--- config.mk ---
export PLATFORM = sky130hd
export DESIGN_NAME = local_timer_div
export DESIGN_NICKNAME = d
export VERILOG_FILES = /design/src/rtl/ltd_pkg.sv /design/src/rtl/ltd_entry_reg.sv /design/src/rtl/ltd_prescaler.sv /design/src/rtl/ltd_counter.sv /design/src/rtl/local_timer_div.sv
export SDC_FILE = /design/constraint.sdc
export NUM_CORES = 1
export LEC_CHECK = 0
export BUFFER_PORTS_ARGS = -buffer_cell sky130_fd_sc_hd__buf_2
export CAP_MARGIN = 20
export CORE_UTILIZATION = 48
export DETAILED_ROUTE_END_ITERATION = 16
export HOLD_SLACK_MARGIN = 0.03
export PLACE_DENSITY = 0.89
export REMOVE_ABC_BUFFERS = 1
export SYNTH_ARGS = -nofsm -noshare
export SYNTH_HDL_FRONTEND = slang
export SYNTH_SLANG_ARGS = --single-unit
--- constraint.sdc ---
create_clock -name clk -period 2.65 [get_ports clk]
set_clock_uncertainty 0.2 [all_clocks]
set_input_delay 0 -clock clk [delete_from_list [all_inputs] [get_ports clk]]
set_output_delay 0 -clock clk [all_outputs]
set_load 0.02 [all_outputs]
--- src/rtl/ltd_pkg.sv ---
package ltd_pkg;
  localparam int ENT_W        = 32;
  localparam int VEC_W        = 8;
  localparam int ENT_MASK_BIT = 16;
  localparam int ENT_PER_BIT  = 17;
  localparam int ENT_DS_BIT   = 12;
  localparam int SHIFT_W      = 3;
  localparam int PRE_W        = (1 << SHIFT_W) - 1;
  localparam logic [ENT_W-1:0] ENT_KEEP =
    (ENT_W'(1) << ENT_PER_BIT) | (ENT_W'(1) << ENT_MASK_BIT) |
    (ENT_W'(1) << ENT_DS_BIT)  | ENT_W'((1 << VEC_W) - 1);
  localparam logic [ENT_W-1:0] ENT_RESET = ENT_W'(1) << ENT_MASK_BIT;

  // Shift amount from the split field {cfg[3], cfg[1], cfg[0]}, plus one, mod 8.
  function automatic logic [SHIFT_W-1:0] div_shift(input logic [3:0] cfg);
    logic [SHIFT_W-1:0] fld;
    fld = {cfg[3], cfg[1], cfg[0]};
    return fld + SHIFT_W'(1);
  endfunction

  // Low-bit mask whose all-ones state marks one tick every 2^s cycles.
  function automatic logic [PRE_W-1:0] tick_mask(input logic [SHIFT_W-1:0] s);
    logic [PRE_W:0] one_hot;
    one_hot = (PRE_W+1)'(1) << s;
    return PRE_W'(one_hot - (PRE_W+1)'(1));
  endfunction
endpackage

--- src/rtl/ltd_entry_reg.sv ---
module ltd_entry_reg
  import ltd_pkg::*;
(
  input  logic             clk,
  input  logic             rst_n,
  input  logic             wr,
  input  logic [ENT_W-1:0] wr_data,
  input  logic             sw_en,
  output logic [ENT_W-1:0] entry_q
);
  logic [ENT_W-1:0] force_mask;
  logic [ENT_W-1:0] nxt;

  assign force_mask = sw_en ? '0 : ENT_RESET;

  always_comb begin
    nxt = entry_q;
    if (wr) nxt = wr_data & ENT_KEEP;
    nxt = nxt | force_mask;
  end

  always_ff @(posedge clk) begin
    if (!rst_n) entry_q <= ENT_RESET;
    else        entry_q <= nxt;
  end
endmodule

--- src/rtl/ltd_prescaler.sv ---
module ltd_prescaler
  import ltd_pkg::*;
(
  input  logic               clk,
  input  logic               rst_n,
  input  logic               restart,
  input  logic [SHIFT_W-1:0] shift,
  output logic               tick
);
  logic [PRE_W-1:0] phase;
  logic [PRE_W-1:0] msk;

  assign msk  = tick_mask(shift);
  assign tick = (phase & msk) == msk;

  always_ff @(posedge clk) begin
    if (!rst_n || restart) phase <= '0;
    else                   phase <= phase + PRE_W'(1);
  end
endmodule

--- src/rtl/ltd_counter.sv ---
module ltd_counter #(
  parameter int CNT_W = 32
) (
  input  logic             clk,
  input  logic             rst_n,
  input  logic             load,
  input  logic [CNT_W-1:0] load_val,
  input  logic [CNT_W-1:0] reload_val,
  input  logic             tick,
  input  logic             periodic,
  output logic [CNT_W-1:0] cur,
  output logic             expire
);
  logic active;

  assign active = cur != '0;
  assign expire = tick && !load && (cur == CNT_W'(1));

  always_ff @(posedge clk) begin
    if (!rst_n)            cur <= '0;
    else if (load)         cur <= load_val;
    else if (expire)       cur <= periodic ? reload_val : '0;
    else if (tick && active) cur <= cur - CNT_W'(1);
  end
endmodule

--- src/rtl/local_timer_div.sv ---
module local_timer_div
  import ltd_pkg::*;
#(
  parameter int CNT_W = 32
) (
  input  logic             clk,
  input  logic             rst_n,
  input  logic             hw_en,
  input  logic             sw_en,
  input  logic             ent_wr,
  input  logic             div_wr,
  input  logic             init_wr,
  input  logic [31:0]      wr_data,
  output logic [31:0]      entry_q,
  output logic [3:0]       div_q,
  output logic [CNT_W-1:0] init_q,
  output logic [CNT_W-1:0] cur_cnt,
  output logic             irq_pulse,
  output logic [VEC_W-1:0] irq_vec
);
  // Named internal events, observed by the bound checker.
  logic               tick_w;
  logic               expire_w;
  logic               grant_w;
  logic [SHIFT_W-1:0] shift_w;

  assign shift_w = div_shift(div_q);
  assign grant_w = expire_w && hw_en && sw_en && !entry_q[ENT_MASK_BIT];

  always_ff @(posedge clk) begin
    if (!rst_n) begin
      div_q  <= '0;
      init_q <= '0;
    end else begin
      if (div_wr)  div_q  <= wr_data[3:0];
      if (init_wr) init_q <= wr_data[CNT_W-1:0];
    end
  end

  ltd_entry_reg u_entry (
    .clk(clk), .rst_n(rst_n), .wr(ent_wr), .wr_data(wr_data),
    .sw_en(sw_en), .entry_q(entry_q)
  );

  ltd_prescaler u_pre (
    .clk(clk), .rst_n(rst_n), .restart(init_wr), .shift(shift_w), .tick(tick_w)
  );

  ltd_counter #(.CNT_W(CNT_W)) u_cnt (
    .clk(clk), .rst_n(rst_n), .load(init_wr), .load_val(wr_data[CNT_W-1:0]),
    .reload_val(init_q), .tick(tick_w), .periodic(entry_q[ENT_PER_BIT]),
    .cur(cur_cnt), .expire(expire_w)
  );

  always_ff @(posedge clk) begin
    if (!rst_n) begin
      irq_pulse <= 1'b0;
      irq_vec   <= '0;
    end else begin
      irq_pulse <= grant_w;
      if (expire_w) irq_vec <= entry_q[VEC_W-1:0];
    end
  end
endmodule

==> impl_metrics.yaml, run 1 <==
cells_and_area:
  areaGrowthSynthToFinish_pct: 42.5
  final_nets: 917
  seqCellArea_mm2: 0.00191
  fin_area_mm2: 0.00743
  final_cells: 1015
  postLayoutCoreUtil: 0.713
  fill_cells: 763
  multi_input_area_mm2: 0.00327
  antenna_cells: 0
  drive_gt1_frac: 0.344
logic_synthesis:
  synth_flop_cell: "dfxtp_1"
  yosysMostFrequentCell: "dfxtp_1"
  async_reset_ff_frac: 0
  synth_xor_area_frac: 0.0218
  synth_area_leaders: "dfxtp_1 36%, mux2i_1 7.5%, nand2_1 4.9%"
  synth_compound_area_frac: 0.186
  synth_top_family_by_area: "simple AND/OR/NAND/NOR gates"
  synth.distinct_cells: 70
  synth_top_area_frac: 0.365
  netlist_instances: 643
  syn_area_mm2: 0.00521
  synth_fa_ha_area_frac: 0.00960
  ys_seq_area_frac: 0.365
  synth_edf_count: 0
  syn_area_per_cell_um2: 8.10
  muxShareOfSynthArea: 0.0792
  synth-simple-area-share: 0.259
  yosysTopAreaCell: "dfxtp_1"
  synth-seq-cells: 95
  ys_warn_count: 0
  netlist_top_cells_count: "95 x dfxtp_1, 68 x nand2_1, 65 x nor2_1"
sta:
  slew_headroom: 0.523
  finalHoldViolations: 0
  rsz0062_at_grt: "true"
  fmax_ghz: 0.368
  setup_viol: 15
  drv_slew: 0
  period_share: 1.02
  tightestPinTransition_ns: 0.715
  worst_slack_ns: -0.0639
  hold_ws_ns: 0.195
  setup-tns-final_ns: -0.622
  fin_crit_ns: 2.71
route:
  wl_per_cell_um: 19.0
  ant_nets: 0
  first_pass_iters: 6
  routed_wl_um: 19300
  drc: 0
  drt_iter0_drc: 732
  viasPerCell: 6.11
  vias: 6197
die:
  core_region_area_mm2: 0.0104
  rows: 37
  io_pins: 148
  die_w_um: 106
  die_area_mm2: 0.0113
  die_h_um: 106
  initial_core_util: 0.500
setup_path:
  start_kind: "flip-flop"
  crit_required_ns: 2.76
  worstPathArrival_ns: 2.83
  worstPathMaxFanout: 4
  crit_type: "reg2reg"
  crit_path_end_kind: "flip-flop"
place:
  place_inst: 948
  routabilityCongestion: 0.955
  pre_cts_ws_ns: -0.154
  io_buffers: 126
  hpwl_um: 12400
  place_area_mm2: 0.00640
power:
  p_per_area_mw_per_mm2: 480
  p_leak_nw: 3.27
  p_total_mw: 3.56
  peakVddDrop_uv: 350
clock_tree:
  clkSlewWorstSetupHoldPaths_ns: 0.11
  htreeDepth: 3
  clock_sinks: 95
  cts-root-buf: "clkbuf_8"
  ctsLongestPathBuffers: 2
  cts_buffers: 9
  cts_tree: "yes"
  clk_latency_ns: 0.39
job:
  maxCapViolCount: 0
global_routing:
  grt_pass1_vias: 5990
  overflow: 0
  grt_pass1_wl_um: 29700
  grt_start_max_net_pins: 63
  antenna_found_initial: 0
  grt_usage: 0.330
outcome:
  violations: "negative setup slack"
  status: "finished with violations"
min_path:
  hp-class: "in2reg"
## power breakdown
group | switching [mW] | total [mW] | internal, mW
clock network | 0.612 | 0.986 | 0.374
logic | 0.584 | 0.990 | 0.406
registers | 0.0794 | 1.59 | 1.51
total | 1.28 | 3.56 | 2.29
## area by class of cell
class / count / area share
Timing Repair Buffer: 265 / 0.248
Multi-Input combinational cell: 492 / 0.440
Clock inverter: 7 / 0.0101
Inverter: 11 / 0.00556
Sequential cell: 95 / 0.257
Tap cell: 136 / 0.0229
Clock buffer: 9 / 0.0167
## kinds of logic after synthesis
family                     count (synthesis)
AOI/OAI and AO/OA                        151
xor gates and xnor gates                  13
adders and majority gates                  4
buffers and inverters                     76
DFF                                       95
muxes                                     41
other                                      1
and+or+nand+nor                          262
## worst max-delay path: stages (launching register included)
cell and delay, ns:
dfxtp_2 0.35, or3_4 0.39, ha_4 0.28, nor2_4 0.04
a31oi_4 0.16, nand4b_1 0.19, or3_4 0.45, or4_4 0.42
a31oi_1 0.15
## registers in the layout (all words and copies together) (netlist names)
signal and count:
div_q 4, irq_vec 8, irq_pulse 1, u_entry.entry_q 11, u_cnt.cur 32, u_pre.phase 7
init_q 32
## path summary, 6_finish.rpt
| kind | from | endpoint | slack, ns | cells after the start |
|---|---|---|---|---|
| max | div_q[3] | u_cnt.cur[6] | -0.06 | 8 |
| min | wr_data[28] | init_q[28] | 0.19 | 4 |
| max reg2reg | div_q[3] | u_cnt.cur[6] | -0.06 | 8 |
| min reg2reg | irq_vec[2] | irq_vec[2] | 0.27 | 2 |
## routing by layer
layer  global-route usage  vias up  wire (µm)
met5                    0        -          0
met4                0.176        0        994
met3               0.0582      111       1920
met2                0.544      434       8940
met1                0.408     2878       7480
li1                     -     2774          -
## placed cells by master, fill, tap and decap left out, drive strengths merged, types with 4 or more instances in the layout
master / count
inv: 15
mux2i: 39
or4: 5
nor4: 19
nor2: 65
a21oi: 45
o21ai: 40
ha: 4
buf: 222
nand2: 68
nand3: 20
dfxtp: 95
nand2b: 5
clkbuf: 9
o221ai: 7
o22ai: 6
xor2: 6
xnor2: 7
a31oi: 14
and2: 7
a2111oi: 5
nand4: 11
dlygate4sd3: 43
or3: 5
nor3: 28
conb: 21
a221oi: 5
and3: 10
o211ai: 4
## timing repair
action | 4_1_cts | 5_1_grt
hold buffers | 43 | 0
gates cloned | 1 | 0
hold endpoints to repair | 80 | 0
pin swaps | 12 | 31
setup endpoints to repair | 37 | 39
buffers inserted | 5 | 3
gates resized for setup | 29 | 53
No activity file was read; power rests on OpenSTA's default activity.
==> run 2: changes to the inputs <==
--- a/config.mk
+++ b/config.mk
@@ -12,6 +12,7 @@
 export HOLD_SLACK_MARGIN = 0.03
 export PLACE_DENSITY = 0.89
 export REMOVE_ABC_BUFFERS = 1
+export SETUP_SLACK_MARGIN = 0.4
 export SYNTH_ARGS = -nofsm -noshare
 export SYNTH_HDL_FRONTEND = slang
 export SYNTH_SLANG_ARGS = --single-unit
==> run 2 against run 1 <==
  * The flow still finishes with violations (negative setup slack)
  * Combinational power rose by 6%
  * Non-clock buffer count rose by 7
  * Design area rose by 3.4%
  * Utilization rose by 2.4 points
  * Register-to-register slack got worse by 0.05 ns
  * Critical endpoint unchanged
  * Setup slack got worse by 0.053 ns
  * Die area did not move
==> impl_metrics.yaml, run 2 (synthesized netlist as in run 1, its figures left out) <==
power:
  power_frac_seq: 0.438
  p_int_mw: 2.30
  p_comb_frac: 0.289
  switching_share: 0.367
  p_total_mw: 3.64
  switchingPower_mw: 1.34
  clock_power_share: 0.274
  p_per_area_mw_per_mm2: 473
  p_leak_nw: 3.41
  peakVddDrop_uv: 366
sta:
  fmax_ghz: 0.361
  worst_slack_ns: -0.116
  fin_crit_ns: 2.77
  hold_ws_ns: 0.190
  finalHoldViolations: 0
  rsz0062_at_grt: "true"
  tightestPinTransition_ns: 0.742
  setup-tns-final_ns: -1.51
  drv_slew: 0
  slew_headroom: 0.506
  period_share: 1.04
  setup_viol: 25
outcome:
  status: "finished with violations"
  violations: "negative setup slack"
die:
  core_region_area_mm2: 0.0104
  die_h_um: 106
  rows: 37
  io_pins: 148
  initial_core_util: 0.500
  die_area_mm2: 0.0113
  die_w_um: 106
cells_and_area:
  mostFrequentLayoutCells: "126 x buf_2, 89 x dfxtp_1, 81 x buf_4"
  layout_top_registers: "init_q (32), u_cnt.cur (32), u_entry.entry_q (11)"
  areaGrowthSynthToFinish_pct: 47.4
  drive_gt1_frac: 0.379
  antenna_cells: 0
  final_cells: 1022
  final_nets: 924
  mostFrequentLayoutCell: "buf_2"
global_routing:
  overflow: 0
  grt_pass1_wl_um: 31200
  grt_start_max_net_pins: 63
  antenna_found_initial: 0
  grt_usage: 0.350
  grt_pass1_vias: 6264
route:
  wl_per_cell_um: 20.5
  drc: 0
  first_pass_iters: 6
  viasPerCell: 6.36
  drt_iter0_drc: 895
  ant_nets: 0
  vias: 6503
  routed_wl_um: 21000
clock_tree:
  clock_sinks: 95
  clkSlewWorstSetupHoldPaths_ns: 0.11
  htreeDepth: 3
  cts-root-buf: "clkbuf_8"
  cts_tree: "yes"
  cts_buffers: 9
  clk_latency_ns: 0.40
  ctsLongestPathBuffers: 2
setup_path:
  start_kind: "flip-flop"
  crit_buf_inv: 0
  crit_type: "reg2reg"
  cp_slowest_cell: "or3_4"
  r2r_end: "u_cnt.cur[6]"
  crit_path_end_kind: "flip-flop"
  reg2regPathDepth: 8
  r2r_slack_ns: -0.12
  path_cells: "or3_4, ha_4, nor2_1, a31oi_1, nand4b_1, or3_4, or4_4, a31oi_4"
  r2r-start: "div_q[3]"
  crit_required_ns: 2.78
  cpMostUsedCell: "or3_4"
  critPathTopFamily: "simple AND/OR/NAND/NOR gates"
  worstPathMaxFanout: 4
  worstPathArrival_ns: 2.89
  max_stage_delay_ns: 0.46
place:
  place_inst: 948
  io_buffers: 126
  routabilityCongestion: 0.955
  hpwl_um: 12400
min_path:
  hp-class: "in2reg"
  hold_start: "wr_data[28]"
  holdPathStages: 4
  holdPathEnd: "init_q[28]"
job:
  maxCapViolCount: 0
[run 2: cell count changes in the layout (fill, tap and decap cells not counted), sizes merged]
| cell | change |
|---|---|
| dlygate4sd3 | -1 |
| buf | +8 |
[run 2: worst max-delay path by stage]
stage | end | start | cells past startpoint
global placement | u_cnt.cur[10] | div_q[0] | 10
CTS | u_cnt.cur[6] | div_q[3] | 8
global route | u_cnt.cur[12] | div_q[3] | 10
finish | u_cnt.cur[6] | div_q[3] | 8
floorplan | u_cnt.cur[25] | u_cnt.cur[2] | 6
detailed placement | u_cnt.cur[10] | div_q[0] | 11
[run 2: worst register-to-register path, cell delays in order (launching register included)]
cell and delay, ns:
dfxtp_2 0.36, or3_4 0.40, ha_4 0.27, nor2_1 0.03
a31oi_1 0.20, nand4b_1 0.20, or3_4 0.46, or4_4 0.44
a31oi_4 0.15
[run 2: stage by stage]
step	util	area (µm²)	setup slack [ns]
global placement	0.615	6400	-0.0794
detailed placement	0.615	6400	-0.154
finish	0.737	7680	-0.116
CTS	0.719	7490	-0.0317
global route	0.737	7680	-0.193
floorplan	-	4920	-1.41
[run 2: power by group through the flow]
| stage | clock [mW] | sequential (mW) | combinational, mW |
|---|---|---|---|
| after floorplan | 0 | 1.71 | 0.350 |
| after global placement | 0 | 1.60 | 0.805 |
| after detailed placement | 0 | 1.61 | 0.821 |
| after CTS | 0.986 | 1.58 | 0.954 |
| after global routing | 1.04 | 1.60 | 1.10 |
| final | 0.995 | 1.59 | 1.05 |
[run 2: metal layers]
| layer | up-vias | GRT usage | routed length, µm |
|---|---|---|---|
| met1 | 2960 | 0.413 | 7610 |
| met2 | 569 | 0.580 | 9630 |
| met5 | - | 0.00476 | 0 |
| li1 | 2797 | - | - |
| met3 | 177 | 0.0779 | 2310 |
| met4 | 0 | 0.210 | 1420 |
[run 2: final cells by class]
cell class	count	area, µm²
multi-input combinational	492	3430
fill	704	2740
timing repair buffer	272	1930
sequential	95	1910
tap	136	170
clock buffer	9	124
clock inverter	7	75.1
inverter	11	41.3
[run 2: what timing repair did]
action                     in CTS  in global routing
gates resized for setup        96                 30
setup endpoints to repair      41                 41
pin swaps                      50                 21
gates cloned                    1                  0
hold buffers                   42                  0
buffers inserted                9                  6
hold endpoints to repair       80                  0
==> run 3: changes to the inputs <==
--- a/config.mk
+++ b/config.mk
@@ -13,6 +13,7 @@
 export PLACE_DENSITY = 0.89
 export REMOVE_ABC_BUFFERS = 1
 export SETUP_SLACK_MARGIN = 0.4
+export SLEW_MARGIN = 20
 export SYNTH_ARGS = -nofsm -noshare
 export SYNTH_HDL_FRONTEND = slang
 export SYNTH_SLANG_ARGS = --single-unit
==> constraint.sdc (replaced) <==
create_clock -name clk -period 2.65 [get_ports clk]
set_clock_uncertainty 0.2 [all_clocks]
set_input_delay 0.3975 -clock clk [delete_from_list [all_inputs] [get_ports clk]]
set_output_delay 0.3975 -clock clk [all_outputs]
set_load 0.02 [all_outputs]
==> run 3 against run 2 <==
  * Die area did not move
  * Largest power group unchanged
  * First-iteration DRC count fell by 19%
  * Via count decreased by 4.3%
  * The flow still finishes with violations (negative setup slack)
  * Critical path depth increased by 3
  * Clock power is 0.7% lower
  * Hold slack lost 0.13 ns
  * Register-to-register slack worse by 0.13 ns
  * Combinational power shrank 7%
  * Total power decreased by 2.3%
==> impl_metrics.yaml, run 3 (synthesized netlist as in run 1, its figures left out) <==
clock_tree:
  cts-root-buf: "clkbuf_8"
  cts_tree: "yes"
  htreeDepth: 3
  ctsLongestPathBuffers: 2
  cts_buffers: 9
  clock_sinks: 95
  clkSlewWorstSetupHoldPaths_ns: 0.11
  clk_latency_ns: 0.39
outcome:
  violations: "negative setup slack"
  status: "finished with violations"
die:
  io_pins: 148
  initial_core_util: 0.500
  core_region_area_mm2: 0.0104
  die_w_um: 106
  die_h_um: 106
  rows: 37
  die_area_mm2: 0.0113
sta:
  drv_slew: 0
  period_share: 1.09
  fmax_ghz: 0.345
  fin_crit_ns: 2.90
  slew_headroom: 0.534
  rsz0062_at_grt: "true"
  finalHoldViolations: 0
  setup-tns-final_ns: -4.47
  hold_ws_ns: 0.0602
  tightestPinTransition_ns: 0.699
  setup_viol: 40
  worst_slack_ns: -0.250
cells_and_area:
  areaGrowthSynthToFinish_pct: 38.6
  mostFrequentLayoutCells: "126 x buf_2, 89 x dfxtp_1, 80 x buf_4"
  final_cells: 977
  mostFrequentLayoutCell: "buf_2"
  layout_top_registers: "init_q (32), u_cnt.cur (32), u_entry.entry_q (11)"
  final_nets: 879
  drive_gt1_frac: 0.394
  antenna_cells: 0
power:
  p_leak_nw: 3.15
  peakVddDrop_uv: 332
  p_per_area_mw_per_mm2: 492
setup_path:
  reg2regPathDepth: 11
  start_kind: "flip-flop"
  max_stage_delay_ns: 0.40
  worst-path-stages: 11
  crit_required_ns: 2.74
  critPathTopFamily: "simple AND/OR/NAND/NOR gates"
  endpoint: "u_cnt.cur[12]"
  worstPathMaxFanout: 6
  path_cells: "or3_4, ha_4, or4b_4, a31oi_1, nand4b_1, buf_6, nor3_4, buf_6, buf_12, a221oi_1, a211oi_1"
  crit_type: "reg2reg"
  cp_slowest_cell: "or3_4"
  cpMostUsedCell: "buf_6"
  crit_path_end_kind: "flip-flop"
  r2r-start: "div_q[3]"
  worstPathArrival_ns: 2.99
  setup.worst_path.start: "div_q[3]"
  r2r_slack_ns: -0.25
  crit_buf_inv: 3
  r2r_end: "u_cnt.cur[12]"
min_path:
  hp-class: "in2reg"
  holdPathStages: 3
place:
  place_inst: 944
  io_buffers: 126
  routabilityCongestion: 0.961
  pre_cts_ws_ns: -0.118
  hpwl_um: 12400
global_routing:
  antenna_found_initial: 0
  grt_start_max_net_pins: 63
  overflow: 0
  grt_pass1_vias: 5842
  grt_pass1_wl_um: 29500
  grt_usage: 0.331
route:
  vias: 6225
  ant_nets: 0
  first_pass_iters: 7
  drt_iter0_drc: 728
  viasPerCell: 6.37
  routed_wl_um: 19500
  wl_per_cell_um: 20.0
  drc: 0
job:
  maxCapViolCount: 0
[run 3: what timing repair did]
action                                  in CTS  in global routing
gates resized for setup                     73                 41
gates cloned                                 1                  0
hold endpoints to repair                     1                  0
endpoints found under the setup margin      41                 41
hold buffers                                 1                  0
pin swaps                                   44                 26
buffers inserted                            10                  5
[run 3: worst register-to-register path: cells and delay by family, from the launching register on]
| kind | cells | cell delay (ns) |
|---|---|---|
| simple gates | 4 | 1.09 |
| buf+inv | 3 | 0.49 |
| compound gates | 3 | 0.43 |
| flops | 1 | 0.38 |
| fa+ha+maj | 1 | 0.19 |
[run 3: metrics by stage]
step,total power [mW],util,cell area (µm²)
after floorplan,2.06,-,4920
after global placement,2.41,0.612,6370
after detailed placement,2.43,0.612,6370
after CTS,3.46,0.669,6970
after global routing,3.67,0.693,7220
final,3.55,0.693,7220
[run 3: worst min path at each step]
stage                        start              to  slack [ns]
finish                 wr_data[14]      init_q[14]        0.06
CTS                    wr_data[28]      init_q[28]        0.05
detailed placement      irq_vec[7]      irq_vec[7]        0.25
global placement        irq_vec[4]      irq_vec[4]        0.24
global route           wr_data[29]      init_q[29]        0.06
floorplan           u_pre.phase[0]  u_pre.phase[0]        0.22
[run 3: cell type report]
class | count | area (µm²)
Inverter | 11 | 41.3
Sequential cell | 95 | 1910
Multi-Input combinational cell | 492 | 3420
Timing Repair Buffer | 227 | 1480
Clock buffer | 9 | 124
Fill cell | 772 | 3190
Clock inverter | 7 | 72.6
Tap cell | 136 | 170
[run 3: report_power, final]
| group | switching [mW] | internal, mW | total [mW] |
|---|---|---|---|
| clock | 0.615 | 0.373 | 0.988 |
| sequential | 0.0832 | 1.51 | 1.59 |
| combinational | 0.599 | 0.377 | 0.975 |
[run 3: metal layers]
layer,share of wire,routed length [µm],track usage
met2,0.46,8910,0.521
met3,0.11,2090,0.0705
met1,0.38,7360,0.416
met5,0,0,0
met4,0.058,1140,0.197
